$ cat config.mk
export PLATFORM = sky130hd
export DESIGN_NAME = ea_gen_unit
export DESIGN_NICKNAME = d
export VERILOG_FILES = /design/src/rtl/ea_pkg.sv /design/src/rtl/ea_offset_calc.sv /design/src/rtl/ea_seg_xlate.sv /design/src/rtl/ea_ctrl.sv /design/src/rtl/ea_gen_unit.sv
export SDC_FILE = /design/constraint.sdc
export NUM_CORES = 1
export LEC_CHECK = 0
export BUFFER_PORTS_ARGS = -buffer_cell sky130_fd_sc_hd__buf_4
export CAP_MARGIN = 5
export CORE_ASPECT_RATIO = 1.75
export CORE_MARGIN = 4
export CORE_UTILIZATION = 51
export DETAILED_ROUTE_END_ITERATION = 12
export PLACE_DENSITY_LB_ADDON = 0.25
export SETUP_SLACK_MARGIN = 0.3
export SLEW_MARGIN = 15
export SYNTH_ARGS = -nofsm -noshare
export SYNTH_HDL_FRONTEND = slang
export SYNTH_SLANG_ARGS = --single-unit
$ cat constraint.sdc
create_clock -name clk -period 3.1 [get_ports clk]
set_input_delay 0.31 -clock clk [delete_from_list [all_inputs] [get_ports clk]]
set_output_delay 0.31 -clock clk [all_outputs]
set_load 0.02 [all_outputs]
$ cat src/rtl/ea_pkg.sv
package ea_pkg;

  typedef enum logic [1:0] {
    AM_ABS   = 2'b00,
    AM_PCREL = 2'b01,
    AM_BASE  = 2'b10,
    AM_INDEX = 2'b11
  } amode_e;

  typedef enum logic {
    ST_IDLE = 1'b0,
    ST_WAIT = 1'b1
  } ea_state_e;

endpackage

$ cat src/rtl/ea_offset_calc.sv
module ea_offset_calc
  import ea_pkg::*;
#(
  parameter int OFF_W = 16,
  parameter int RN_W  = 4
) (
  input  amode_e            mode,
  input  logic [RN_W-1:0]   rn,
  input  logic [OFF_W-1:0]  disp,
  input  logic [OFF_W-1:0]  pc,
  input  logic [OFF_W-1:0]  rf_data,
  input  logic [OFF_W-1:0]  base_reg,
  input  logic [OFF_W-1:0]  index_reg,
  output logic [OFF_W-1:0]  offset
);

  logic [OFF_W-1:0] addend;
  logic             use_gpr;

  assign use_gpr = (rn != '0);

  always_comb begin
    unique case (mode)
      AM_ABS:   addend = '0;
      AM_PCREL: addend = pc;
      AM_BASE:  addend = use_gpr ? rf_data : base_reg;
      AM_INDEX: addend = index_reg;
      default:  addend = '0;
    endcase
  end

  // Sum truncated to OFF_W bits: wraps modulo 2^OFF_W.
  assign offset = disp + addend;

endmodule

$ cat src/rtl/ea_seg_xlate.sv
module ea_seg_xlate #(
  parameter int OFF_W     = 16,
  parameter int SEG_W     = 16,
  parameter int SEG_SHIFT = 4,
  parameter int PA_W      = OFF_W + SEG_SHIFT
) (
  input  logic [SEG_W-1:0] seg,
  input  logic [OFF_W-1:0] off,
  output logic [PA_W-1:0]  pa
);

  localparam int SHIFTED_W = SEG_W + SEG_SHIFT;
  localparam int SUM_W     = (SHIFTED_W > PA_W) ? SHIFTED_W : PA_W;

  logic [SUM_W-1:0] seg_part;
  logic [SUM_W-1:0] off_part;
  logic [SUM_W-1:0] total;

  generate
    if (SEG_SHIFT > 0) begin : g_shift
      assign seg_part = SUM_W'({seg, {SEG_SHIFT{1'b0}}});
    end else begin : g_flat
      assign seg_part = SUM_W'(seg);
    end
  endgenerate

  assign off_part = SUM_W'(off);
  assign total    = seg_part + off_part;
  assign pa       = total[PA_W-1:0];

endmodule

$ cat src/rtl/ea_ctrl.sv
module ea_ctrl
  import ea_pkg::*;
(
  input  logic clk,
  input  logic rst_n,
  input  logic start,
  input  logic ind,
  input  logic mem_ack,
  output logic busy,
  output logic accept,
  output logic complete,
  output logic done
);

  ea_state_e state_q, state_d;
  logic      done_d;

  assign busy     = (state_q == ST_WAIT);
  assign accept   = start && !busy;
  assign complete = busy && mem_ack;

  always_comb begin
    state_d = state_q;
    unique case (state_q)
      ST_IDLE: if (accept && ind) state_d = ST_WAIT;
      ST_WAIT: if (mem_ack)       state_d = ST_IDLE;
      default:                    state_d = ST_IDLE;
    endcase
    done_d = (accept && !ind) || complete;
  end

  always_ff @(posedge clk or negedge rst_n) begin
    if (!rst_n) begin
      state_q <= ST_IDLE;
      done    <= 1'b0;
    end else begin
      state_q <= state_d;
      done    <= done_d;
    end
  end

  // a direct or immediate request completes on the next cycle
  a_r3_done_next: assert property (@(posedge clk) disable iff (!rst_n)
    (start && !busy && !ind) |=> done);

  // the wait persists until acknowledged
  a_r8_wait_held: assert property (@(posedge clk) disable iff (!rst_n)
    (busy && !mem_ack) |=> (busy && !done));

  // acknowledge ends the wait with a completion
  a_r8_ack_done: assert property (@(posedge clk) disable iff (!rst_n)
    (busy && mem_ack) |=> (done && !busy));

  // no completion without a request or a pending wait
  a_r10_no_spurious: assert property (@(posedge clk) disable iff (!rst_n)
    (!busy && !start) |=> !done);

endmodule

$ cat src/rtl/ea_gen_unit.sv
module ea_gen_unit
  import ea_pkg::*;
#(
  parameter int OFF_W     = 16,
  parameter int RN_W      = 4,
  parameter int SEG_W     = 16,
  parameter int SEG_SHIFT = 4,
  parameter int PA_W      = OFF_W + SEG_SHIFT,
  parameter int AP_W      = RN_W + 1 + 2 + OFF_W
) (
  input  logic             clk,
  input  logic             rst_n,
  input  logic             start,
  input  logic [AP_W-1:0]  addr_part,
  input  logic             imm_sel,
  input  logic [OFF_W-1:0] pc,
  output logic [RN_W-1:0]  rf_addr,
  input  logic [OFF_W-1:0] rf_data,
  input  logic [OFF_W-1:0] base_reg,
  input  logic [OFF_W-1:0] index_reg,
  input  logic [SEG_W-1:0] seg_reg,
  output logic             mem_req,
  output logic [PA_W-1:0]  mem_addr,
  input  logic             mem_ack,
  input  logic [OFF_W-1:0] mem_rdata,
  output logic             busy,
  output logic             done,
  output logic             pa_valid,
  output logic [PA_W-1:0]  pa,
  output logic             opnd_valid,
  output logic [OFF_W-1:0] opnd
);

  localparam int MODE_LSB = OFF_W;
  localparam int IND_BIT  = OFF_W + 2;
  localparam int RN_LSB   = OFF_W + 3;

  // reset: asynchronous assertion, synchronous release
  logic rst_meta_q, rst_sync_n;

  always_ff @(posedge clk or negedge rst_n) begin
    if (!rst_n) begin
      rst_meta_q <= 1'b0;
      rst_sync_n <= 1'b0;
    end else begin
      rst_meta_q <= 1'b1;
      rst_sync_n <= rst_meta_q;
    end
  end

  // field extraction
  logic [OFF_W-1:0] disp;
  amode_e           mode;
  logic             ind_flag;
  logic             ind;

  assign disp     = addr_part[OFF_W-1:0];
  assign mode     = amode_e'(addr_part[MODE_LSB+1:MODE_LSB]);
  assign ind_flag = addr_part[IND_BIT];
  assign rf_addr  = addr_part[RN_LSB+RN_W-1:RN_LSB];
  assign ind      = ind_flag && !imm_sel;

  // control
  logic accept, complete;

  ea_ctrl u_ctrl (
    .clk      (clk),
    .rst_n    (rst_sync_n),
    .start    (start),
    .ind      (ind),
    .mem_ack  (mem_ack),
    .busy     (busy),
    .accept   (accept),
    .complete (complete),
    .done     (done)
  );

  assign mem_req = busy;

  // offset and translation
  logic [OFF_W-1:0] off_now;
  logic [PA_W-1:0]  pa_now;
  logic [PA_W-1:0]  pa_ptr;
  logic [SEG_W-1:0] seg_q, seg_d;

  ea_offset_calc #(.OFF_W(OFF_W), .RN_W(RN_W)) u_off (
    .mode      (mode),
    .rn        (rf_addr),
    .disp      (disp),
    .pc        (pc),
    .rf_data   (rf_data),
    .base_reg  (base_reg),
    .index_reg (index_reg),
    .offset    (off_now)
  );

  ea_seg_xlate #(.OFF_W(OFF_W), .SEG_W(SEG_W), .SEG_SHIFT(SEG_SHIFT), .PA_W(PA_W)) u_xl_now (
    .seg (seg_reg),
    .off (off_now),
    .pa  (pa_now)
  );

  ea_seg_xlate #(.OFF_W(OFF_W), .SEG_W(SEG_W), .SEG_SHIFT(SEG_SHIFT), .PA_W(PA_W)) u_xl_ptr (
    .seg (seg_q),
    .off (mem_rdata),
    .pa  (pa_ptr)
  );

  // next-state of the datapath registers
  logic             load_direct, load_imm, load_ptr;
  logic [PA_W-1:0]  mem_addr_d, pa_d;
  logic [OFF_W-1:0] opnd_d;
  logic             pa_valid_d, opnd_valid_d;

  assign load_direct = accept && !ind && !imm_sel;
  assign load_imm    = accept && imm_sel;
  assign load_ptr    = accept && ind;

  always_comb begin
    seg_d        = seg_q;
    mem_addr_d   = mem_addr;
    pa_d         = pa;
    opnd_d       = opnd;
    pa_valid_d   = load_direct || complete;
    opnd_valid_d = load_imm;
    if (accept)      seg_d      = seg_reg;
    if (load_ptr)    mem_addr_d = pa_now;
    if (load_direct) pa_d       = pa_now;
    if (complete)    pa_d       = pa_ptr;
    if (load_imm)    opnd_d     = disp;
  end

  always_ff @(posedge clk or negedge rst_sync_n) begin
    if (!rst_sync_n) begin
      seg_q      <= '0;
      mem_addr   <= '0;
      pa         <= '0;
      opnd       <= '0;
      pa_valid   <= 1'b0;
      opnd_valid <= 1'b0;
    end else begin
      seg_q      <= seg_d;
      mem_addr   <= mem_addr_d;
      pa         <= pa_d;
      opnd       <= opnd_d;
      pa_valid   <= pa_valid_d;
      opnd_valid <= opnd_valid_d;
    end
  end

  // an address and an operand never complete together
  a_r9_exclusive: assert property (@(posedge clk) disable iff (!rst_sync_n)
    !(pa_valid && opnd_valid));

  // immediate requests never reach memory
  a_r9_no_mem: assert property (@(posedge clk) disable iff (!rst_sync_n)
    (start && !busy && imm_sel) |=> !mem_req);

  // pointer address is held for the whole request
  a_r8_addr_stable: assert property (@(posedge clk) disable iff (!rst_sync_n)
    (mem_req && $past(mem_req)) |-> $stable(mem_addr));

  // the result only moves when a completion is reported
  a_r11_pa_held: assert property (@(posedge clk) disable iff (!rst_sync_n)
    !pa_valid |-> $stable(pa));

endmodule

==> results of run 1 <==
-- through the flow --
step	setup WS, ns	cells	setup TNS (ns)	util (%)	power, mW
5_1_grt	-1.53	995	-32.98	79.4	5.69
2_1_floorplan	-1.27	603	-24.43	-	2.80
6_report	-1.26	995	-26.33	79.4	5.41
3_5_place_dp	-1.62	963	-38.24	71.8	3.88
3_3_place_gp	-1.47	963	-33.27	71.8	3.79
4_1_cts	-1.21	991	-24.98	77.8	5.23
-- cell usage after synthesis, drive strengths merged (14+ instances only) --
cell type    n
o21ai       68
inv         16
ha          40
a21oi       37
xor2        16
a22o        14
nand2      107
nor2        30
dfrtp       78
xnor2       22
clkbuf      21
mux2        20
mux2i       17
-- cell type report --
type	count	area, sq um
clock buffers	10	239
clock inverters	4	72.6
fillers	672	2120
inverters	16	60.1
multi-input cells	481	3570
flip-flops and latches	78	1960
well taps	127	159
repair buffers	279	2120
-- worst min path at each step --
stage | from | end | slack, ns | depth (start not counted)
global route | seg_reg[0] | seg_q[0]$_DFFE_PN0P_ | 0.20 | 3
floorplan | rst_n | rst_meta_q$_DFF_PN0_ | 0.01 | 0
detailed placement | rst_n | rst_sync_n$_DFF_PN0_ | 0.09 | 1
finish | seg_reg[0] | seg_q[0]$_DFFE_PN0P_ | 0.19 | 3
global placement | rst_n | rst_meta_q$_DFF_PN0_ | 0.09 | 1
CTS | seg_reg[2] | seg_q[2]$_DFFE_PN0P_ | 0.18 | 3
-- sequential cells by signal, summed over array words and instances, names as in the netlist, 16 cells and up --
| register | cells |
|---|---|
| mem_addr | 20 |
| seg_q | 16 |
| opnd | 16 |
| pa | 20 |
-- worst max-delay path, stage by stage --
cell and delay (ns):
buf_6 0.10, nor4_4 0.27, buf_6 0.16, mux2i_1 0.18
o21ai_1 0.08, a22o_1 0.23, ha_2 0.18, inv_2 0.05
fa_2 0.20, nor2b_2 0.05, o31a_1 0.26, o21ai_2 0.17
a31oi_2 0.12, or3_4 0.34, a21oi_2 0.16, xnor2_1 0.14
ha_1 0.27, a21o_1 0.20, a21o_1 0.21, nor3_4 0.24
a21oi_2 0.15, nor2_1 0.12, a31oi_1 0.06, a221o_1 0.31
-- report_power, final --
part	internal, mW	switching (mW)	total (mW)
registers	1.30	0.201	1.50
clock network	0.716	0.399	1.12
logic	1.37	1.42	2.79
-- cells by family (layout without fill, tap and decap cells) --
family | count (synthesis) | in the layout | share of synthesized area [%]
compound gates | 181 | 181 | 21.3
xor+xnor | 38 | 38 | 6.21
fa+ha+maj | 43 | 43 | 10.5
buf+inv | 44 | 309 | 3.45
flops | 78 | 78 | 36.4
mux | 37 | 37 | 7.38
other cells | 1 | 1 | 0.0700
simple gates | 181 | 181 | 14.7
-- metal layers --
layer	vias to the layer above	share of wire, %
li1	2664	-
met1	2698	34
met5	-	0
met3	44	6.4
met2	242	56
met4	0	3.1
-- timing repair --
item                                    4_1_cts  5_1_grt
pin swaps                                    33       22
hold buffers                                  1        0
buffers inserted                             13        4
resized for setup                            49       38
endpoints found under the hold margin         2        0
gates cloned                                  0        0
endpoints found under the setup margin       30       32
==> results.py, run 1 <==
metrics = {
    "timing": {
        "period_share_pct": 141,
        "worstMarginPinSlew_ns": 1.01,
        "slew_headroom_pct": 32.7,
        "fmax_mhz": 229,
        "whs_ns": 0.191,
        "slew_violations": 0,
        "grt_setup_unrepaired": "true",
        "min_period_ns": 4.36,
        "finClkSkew_ns": 0.00432,
        "setup_violations": 29,
        "hold_viol": 0,
        "layout_setup_ws_ns": -1.26,
    },
    "status": {
        "violations": "setup timing",
        "run_status": "finished, violations left",
    },
    "finish": {
        "stdcell_area_sq_um": 8180,
        "drive_above_1_share_pct": 42.7,
        "insertedDiodeCount": 0,
        "fin_nets": 1032,
        "areaGrowthSynthToFinish_pct": 52.6,
        "layout_commonest_cell": "buf_4",
        "final_cell_mix": "271 x buf_4, 106 x nand2_1, 77 x dfrtp_1",
    },
    "clocking": {
        "numCtsBuffers": 9,
        "root_buffer": "clkbuf_16",
        "clkTransAtPathRegs_ns": 0.06,
        "cts_tree": "yes",
        "htreeDepth": 3,
        "numClockSinks": 78,
        "clockBufferDepth": 2,
        "clk_latency_ns": 0.33,
    },
    "synth": {
        "synth.distinct_cells": 52,
        "yosys_warnings": 0,
        "synthTopCellsByArea": "dfrtp_1 36%, ha_1 9.3%, nand2_1 7.5%",
        "synth-main-ff-cell": "dfrtp_1",
        "syn_inst": 603,
        "synth.yosys.seq_area_share_pct": 36.4,
        "netlist_area_sq_um": 5360,
        "postSynthAreaPerCell_sq_um": 8.89,
        "synth.largest_area_cell": "dfrtp_1",
        "async_flop_share_pct": 100,
        "post-synth-top-area-fraction_pct": 36.4,
        "synth-edff-count": 0,
        "synth.net_count": 770,
        "synth.ff_latch_count": 78,
    },
    "global_route": {
        "grt_pass1_vias": 6138,
        "grt_overflow": 0,
        "grt_pass1_wl_um": 28000,
        "top_usage_layer": "met2",
        "antenna_found_initial": 0,
        "track_usage_pct": 28.5,
        "grt_max_degree": 77,
        "use_met1_pct": 28.7,
        "use_met2_pct": 55.5,
        "gr-usage-met3_pct": 5.34,
    },
    "place": {
        "post_dp_cell_area_sq_um": 7390,
        "place_hpwl_um": 13600,
        "io_buffers": 188,
        "gp_congestion": 0.948,
    },
    "floorplan": {
        "die_y_um": 144,
        "die-area_sq_um": 12300,
        "io_pins": 189,
        "die_x_um": 85.5,
        "start_util_pct": 52.0,
        "rows": 49,
        "fp.coreArea_sq_um": 10300,
    },
    "job": {
        "drv_cap": 0,
    },
    "setup_path": {
        "endpoint_kind": "flip-flop",
        "cp.required_ns": 3.31,
        "endpoint": "pa[17]$_DFFE_PN0P_",
        "reg2reg_from": "seg_q[0]$_DFFE_PN0P_",
        "arrival_ns": 4.57,
        "r2r_setup_slack_ns": 0.48,
        "crit_type": "input pin to flip-flop",
        "r2r_cells": 10,
        "startpoint": "addr_part[21]",
        "r2r_end": "pa[18]$_DFFE_PN0P_",
        "cp-start-kind": "input pin",
        "cp_max_fo": 5,
    },
    "detailed_routing": {
        "wl_per_cell_um": 17.8,
        "dr.pass1.iters": 5,
        "drt_iter0_drc": 335,
        "wl_um": 17700,
        "vias_per_cell": 5.68,
        "num_vias": 5648,
        "antenna_left": 0,
        "drcViolationCount": 0,
    },
    "hold_path": {
        "hp-class": "input pin to flip-flop",
    },
    "power_and_ir_drop": {
        "leakage_nw": 3.99,
        "peakVddDrop_uv": 420,
        "p_per_area_nw_per_um2": 661,
    },
}
No activity file was read; power rests on OpenSTA's default activity.
==> inputs of run 2 (changes only) <==
--- a/config.mk
+++ b/config.mk
@@ -7,9 +7,11 @@
 export LEC_CHECK = 0
 export BUFFER_PORTS_ARGS = -buffer_cell sky130_fd_sc_hd__buf_4
 export CAP_MARGIN = 5
+export CELL_PAD_IN_SITES_DETAIL_PLACEMENT = 1
+export CELL_PAD_IN_SITES_GLOBAL_PLACEMENT = 1
 export CORE_ASPECT_RATIO = 1.75
 export CORE_MARGIN = 4
-export CORE_UTILIZATION = 51
+export CORE_UTILIZATION = 37
 export DETAILED_ROUTE_END_ITERATION = 12
 export PLACE_DENSITY_LB_ADDON = 0.25
 export SETUP_SLACK_MARGIN = 0.3
==> results.py, run 2 (synthesized netlist as in run 1, its figures left out) <==
metrics = {
    "floorplan": {
        "die_x_um": 99.0,
        "die-area_sq_um": 16600,
        "fp.coreArea_sq_um": 14300,
        "die_y_um": 167,
        "start_util_pct": 37.5,
        "rows": 58,
        "io_pins": 189,
    },
    "place": {
        "gp_congestion": 0.848,
        "place_hpwl_um": 15600,
        "io_buffers": 188,
    },
    "timing": {
        "slew_violations": 0,
        "min_period_ns": 4.60,
        "fmax_mhz": 218,
        "worstMarginPinSlew_ns": 1.04,
        "layout_setup_ws_ns": -1.50,
        "timing.setup.tns_ns": -33.44,
        "setup_violations": 30,
        "grt_setup_unrepaired": "true",
        "period_share_pct": 148,
        "finClkSkew_ns": 0.00775,
        "whs_ns": 0.196,
        "slew_headroom_pct": 30.5,
        "hold_viol": 0,
    },
    "power_and_ir_drop": {
        "comb_power_share_pct": 55.1,
        "peakVddDrop_uv": 295,
        "p_clk_share_pct": 19.6,
        "seqPwrFrac_pct": 25.4,
        "switching_share_pct": 40.2,
        "power.switching_mw": 2.43,
        "p_int_mw": 3.62,
        "p_per_area_nw_per_um2": 700,
        "leakage_nw": 4.16,
    },
    "setup_path": {
        "cp_top_family": "compound AO/OA/AOI/OAI gates",
        "arrival_ns": 4.78,
        "crit_type": "input pin to flip-flop",
        "r2r_setup_slack_ns": 0.32,
        "cp.required_ns": 3.28,
        "endpoint_kind": "flip-flop",
        "cp-start-kind": "input pin",
        "cp_num_buf_inv": 6,
        "cp_max_fo": 5,
        "slowest_stage": "a2111oi_4",
        "r2r_cells": 10,
        "crit_path_max_incr_delay_ns": 0.40,
        "reg2reg_from": "seg_q[0]$_DFFE_PN0P_",
        "r2r_end": "pa[18]$_DFFE_PN0P_",
    },
    "finish": {
        "insertedDiodeCount": 0,
        "areaGrowthSynthToFinish_pct": 61.3,
        "final_cell_mix": "273 x buf_4, 105 x nand2_1, 77 x dfrtp_1",
        "layout_commonest_cell": "buf_4",
        "fin_nets": 1052,
        "largestRegisters": "mem_addr x20, pa x20",
        "drive_above_1_share_pct": 46.1,
    },
    "clocking": {
        "clkTransAtPathRegs_ns": 0.06,
        "clk_latency_ns": 0.35,
        "numClockSinks": 78,
        "numCtsBuffers": 9,
        "root_buffer": "clkbuf_16",
        "clockBufferDepth": 2,
        "cts_tree": "yes",
        "htreeDepth": 3,
    },
    "detailed_routing": {
        "antenna_left": 0,
        "wl_um": 24500,
        "drt_iter0_drc": 272,
        "vias_per_cell": 5.63,
        "wl_met1_um": 8220,
        "routed.top_layer": "met4",
        "drcViolationCount": 0,
        "wl_met3_um": 1340,
        "num_vias": 6018,
        "dr.pass1.iters": 4,
        "wl_per_cell_um": 22.9,
        "route.met2.wl_um": 13600,
    },
    "global_route": {
        "antenna_found_initial": 0,
        "grt_overflow": 0,
        "grt_pass1_wl_um": 33500,
        "grt_pass1_vias": 6543,
        "track_usage_pct": 25.4,
        "grt_max_degree": 77,
    },
    "hold_path": {
        "min_to": "pa[3]$_DFFE_PN0P_",
        "hp-class": "input pin to flip-flop",
        "holdPathStages": 3,
        "holdCritStartpoint": "mem_rdata[3]",
    },
    "status": {
        "violations": "setup timing",
        "run_status": "finished, violations left",
    },
    "job": {
        "drv_cap": 0,
    },
}
==> run 2: how the worst max path moves through the flow <==
stage / start / to / cells after the start / slack, ns
6_report: addr_part[21] / pa[13]$_DFFE_PN0P_ / 27 / -1.50
5_1_grt: addr_part[21] / pa[13]$_DFFE_PN0P_ / 27 / -1.76
4_1_cts: addr_part[21] / pa[17]$_DFFE_PN0P_ / 25 / -1.26
3_5_place_dp: addr_part[21] / pa[19]$_DFFE_PN0P_ / 22 / -1.80
3_3_place_gp: addr_part[21] / pa[15]$_DFFE_PN0P_ / 24 / -1.59
2_1_floorplan: addr_part[21] / pa[18]$_DFFE_PN0P_ / 20 / -1.27
==> run 2: routing by layer <==
metal,track usage [%],vias up
li1,-,2706
met5,0,-
met1,25.5,2990
met4,12.5,0
met3,4.29,83
met2,48.7,239
==> run 2: repair_timing <==
item,in CTS,in global routing
buffers inserted,20,20
hold endpoints to repair,2,0
pin swaps,37,28
resized for setup,84,48
setup endpoints to repair,30,32
hold buffers,1,0
==> run 2: worst register-to-register path: cells and delay by family (launching register included) <==
| kind | cells | cell delay, ns |
|---|---|---|
| AND/OR/NAND/NOR | 2 | 0.33 |
| AO/OA/AOI/OAI | 4 | 0.98 |
| flip-flops | 1 | 0.39 |
| XOR/XNOR | 1 | 0.20 |
| adder cells (fa/ha/maj) | 2 | 0.64 |
| buffers and inverters | 1 | 0.08 |
==> run 2: power groups by stage <==
| stage | Combinational [mW] | Clock [mW] | Sequential, mW |
|---|---|---|---|
| 2_1_floorplan | 1.02 | 0 | 1.78 |
| 3_3_place_gp | 2.31 | 0 | 1.51 |
| 3_5_place_dp | 2.41 | 0 | 1.53 |
| 4_1_cts | 2.80 | 1.18 | 1.51 |
| 5_1_grt | 3.51 | 1.23 | 1.56 |
| 6_report | 3.33 | 1.18 | 1.53 |
==> run 2: metrics by stage <==
stage	cell area, sq um	power [mW]	std cells	utilization (%)	setup WS [ns]
global route	8650	6.30	1069	60.5	-1.76
global placement	7440	3.83	1013	52.0	-1.59
floorplan	5400	2.80	603	-	-1.27
detailed placement	7440	3.94	1013	52.0	-1.80
CTS	8260	5.49	1049	57.7	-1.26
finish	8650	6.05	1069	60.5	-1.50
==> run 2: final cells by class <==
class	instances	area (sq um)
inverters	16	60.1
multi-input cells	481	3740
clock inverters	5	83.8
clock buffers	10	239
flip-flops and latches	78	1960
fillers	1622	5650
repair buffers	299	2340
well taps	180	225
==> inputs of run 3 (changes only) <==
--- a/config.mk
+++ b/config.mk
@@ -13,9 +13,11 @@
 export CORE_MARGIN = 4
 export CORE_UTILIZATION = 37
 export DETAILED_ROUTE_END_ITERATION = 12
+export GPL_ROUTABILITY_DRIVEN = 0
 export PLACE_DENSITY_LB_ADDON = 0.25
+export RECOVER_POWER = 50
 export SETUP_SLACK_MARGIN = 0.3
-export SLEW_MARGIN = 15
+export SLEW_MARGIN = 0
 export SYNTH_ARGS = -nofsm -noshare
 export SYNTH_HDL_FRONTEND = slang
 export SYNTH_SLANG_ARGS = --single-unit
==> results.py, run 3 (synthesized netlist as in run 1, its figures left out) <==
metrics = {
    "floorplan": {
        "rows": 58,
        "die-area_sq_um": 16600,
        "die_x_um": 99.0,
        "die_y_um": 167,
        "io_pins": 189,
        "fp.coreArea_sq_um": 14300,
        "start_util_pct": 37.5,
    },
    "clocking": {
        "htreeDepth": 3,
        "clk_latency_ns": 0.35,
        "numClockSinks": 78,
        "numCtsBuffers": 9,
        "cts_tree": "yes",
        "clkTransAtPathRegs_ns": 0.06,
        "clockBufferDepth": 2,
        "root_buffer": "clkbuf_16",
    },
    "timing": {
        "finClkSkew_ns": 0.00739,
        "period_share_pct": 149,
        "setup_violations": 30,
        "slew_violations": 77,
        "grt_setup_unrepaired": "true",
        "min_period_ns": 4.61,
        "whs_ns": 0.198,
        "layout_setup_ws_ns": -1.51,
        "hold_viol": 0,
        "slew_headroom_pct": -16.3,
        "fmax_mhz": 217,
        "worstMarginPinSlew_ns": 1.74,
    },
    "setup_path": {
        "cp_max_fo": 5,
        "r2r_cells": 6,
        "r2r_end": "mem_addr[11]$_DFFE_PN0P_",
        "arrival_ns": 4.79,
        "cp.required_ns": 3.28,
        "endpoint_kind": "flip-flop",
        "crit_type": "input pin to flip-flop",
        "cp-start-kind": "input pin",
        "reg2reg_from": "u_ctrl.busy$_DFF_PN0_",
        "r2r_setup_slack_ns": 0.18,
    },
    "detailed_routing": {
        "route.met2.wl_um": 13500,
        "wl_um": 24400,
        "dr.pass1.iters": 5,
        "drcViolationCount": 0,
        "routed.top_layer": "met4",
        "vias_per_cell": 5.62,
        "antenna_left": 0,
        "num_vias": 6012,
        "drt_iter0_drc": 250,
        "wl_per_cell_um": 22.9,
        "wl_met3_um": 1300,
        "wl_met1_um": 8220,
    },
    "finish": {
        "fin_nets": 1052,
        "drive_above_1_share_pct": 38.8,
        "fillers": 1651,
        "insertedDiodeCount": 0,
        "largestRegisters": "mem_addr x20, pa x20",
        "areaGrowthSynthToFinish_pct": 56.7,
        "final_cell_mix": "208 x buf_4, 105 x nand2_1, 77 x dfrtp_1",
        "layout_commonest_cell": "buf_4",
    },
    "power_and_ir_drop": {
        "leakage_nw": 3.92,
        "p_per_area_nw_per_um2": 695,
        "peakVddDrop_uv": 295,
        "p_total_mw": 5.83,
    },
    "global_route": {
        "grt_pass1_wl_um": 33500,
        "antenna_found_initial": 0,
        "grt_max_degree": 77,
        "grt_pass1_vias": 6543,
        "track_usage_pct": 25.4,
        "grt_overflow": 0,
    },
    "hold_path": {
        "hp-class": "input pin to flip-flop",
        "holdCritStartpoint": "mem_rdata[3]",
        "holdPathStages": 3,
        "min_to": "pa[3]$_DFFE_PN0P_",
    },
    "job": {
        "drv_cap": 1,
    },
    "place": {
        "io_buffers": 188,
        "place_hpwl_um": 15600,
        "place_ws_ns": -1.80,
    },
    "status": {
        "violations": "capacitance limit, slew limit, setup timing",
        "run_status": "finished, violations left",
    },
}
run 3: critical path, cell delays in order:
cell,delay [ns]
buf_8,0.10
nor4_4,0.27
buf_6,0.17
mux2i_1,0.18
o21ai_1,0.08
a22o_1,0.23
ha_2,0.18
inv_2,0.05
fa_2,0.20
nor2b_2,0.05
o31a_1,0.27
o21ai_2,0.17
buf_4,0.14
nor2b_4,0.15
o21bai_1,0.09
a21oi_1,0.20
xnor2_1,0.10
ha_2,0.24
buf_6,0.14
a2111oi_4,0.39
nor2_2,0.11
buf_4,0.15
a41oi_2,0.19
xor2_2,0.23
nor2_1,0.09
a211oi_1,0.23
a21oi_1,0.09
run 3: cell type report:
type	instances	area, sq um	share of cell area, %
multi-input combinational	481	3740	44.5
timing repair buffer	299	2100	25.0
sequential	78	1950	23.2
clock buffer	10	239	2.84
tap	180	225	2.68
clock inverter	5	83.8	0.998
inverter	16	60.1	0.715
run 3: where the power goes:
group	internal (mW)	switching, mW	leakage (nW)
sequential	1.30	0.231	0.939
combinational	1.38	1.74	2.83
clock	0.725	0.459	0.151
run 3: what timing repair did:
item	CTS	global route
hold endpoints to repair	2	0
buffers inserted	20	20
endpoints found under the setup margin	30	32
hold buffers	1	0
resized for setup	84	48
pin swaps	37	28
run 3: worst max-delay path by stage:
stage | startpoint | depth (start not counted) | slack [ns] | endpoint
3_5_place_dp | addr_part[21] | 22 | -1.80 | pa[19]$_DFFE_PN0P_
2_1_floorplan | addr_part[21] | 20 | -1.27 | pa[18]$_DFFE_PN0P_
4_1_cts | addr_part[21] | 25 | -1.26 | pa[17]$_DFFE_PN0P_
6_report | addr_part[21] | 27 | -1.51 | pa[13]$_DFFE_PN0P_
5_1_grt | addr_part[21] | 27 | -1.76 | pa[13]$_DFFE_PN0P_
3_3_place_gp | addr_part[21] | 24 | -1.59 | pa[15]$_DFFE_PN0P_
run 3: layer usage:
metal  vias up  GRT usage [%]
met2       243           48.7
met5         -              0
met1      2975           25.5
met3        83           4.29
li1       2711              -
met4         0           12.5
run 3: per-stage QoR:
| step | utilization (%) | cell area, sq um | cells | TNS [ns] |
|---|---|---|---|---|
| 6_report | 58.8 | 8400 | 1069 | -33.43 |
| 5_1_grt | 58.8 | 8400 | 1069 | -40.10 |
| 4_1_cts | 57.7 | 8260 | 1049 | -27.12 |
| 3_5_place_dp | 52.0 | 7440 | 1013 | -41.07 |
| 3_3_place_gp | 52.0 | 7440 | 1013 | -34.93 |
| 2_1_floorplan | - | 5400 | 603 | -24.43 |
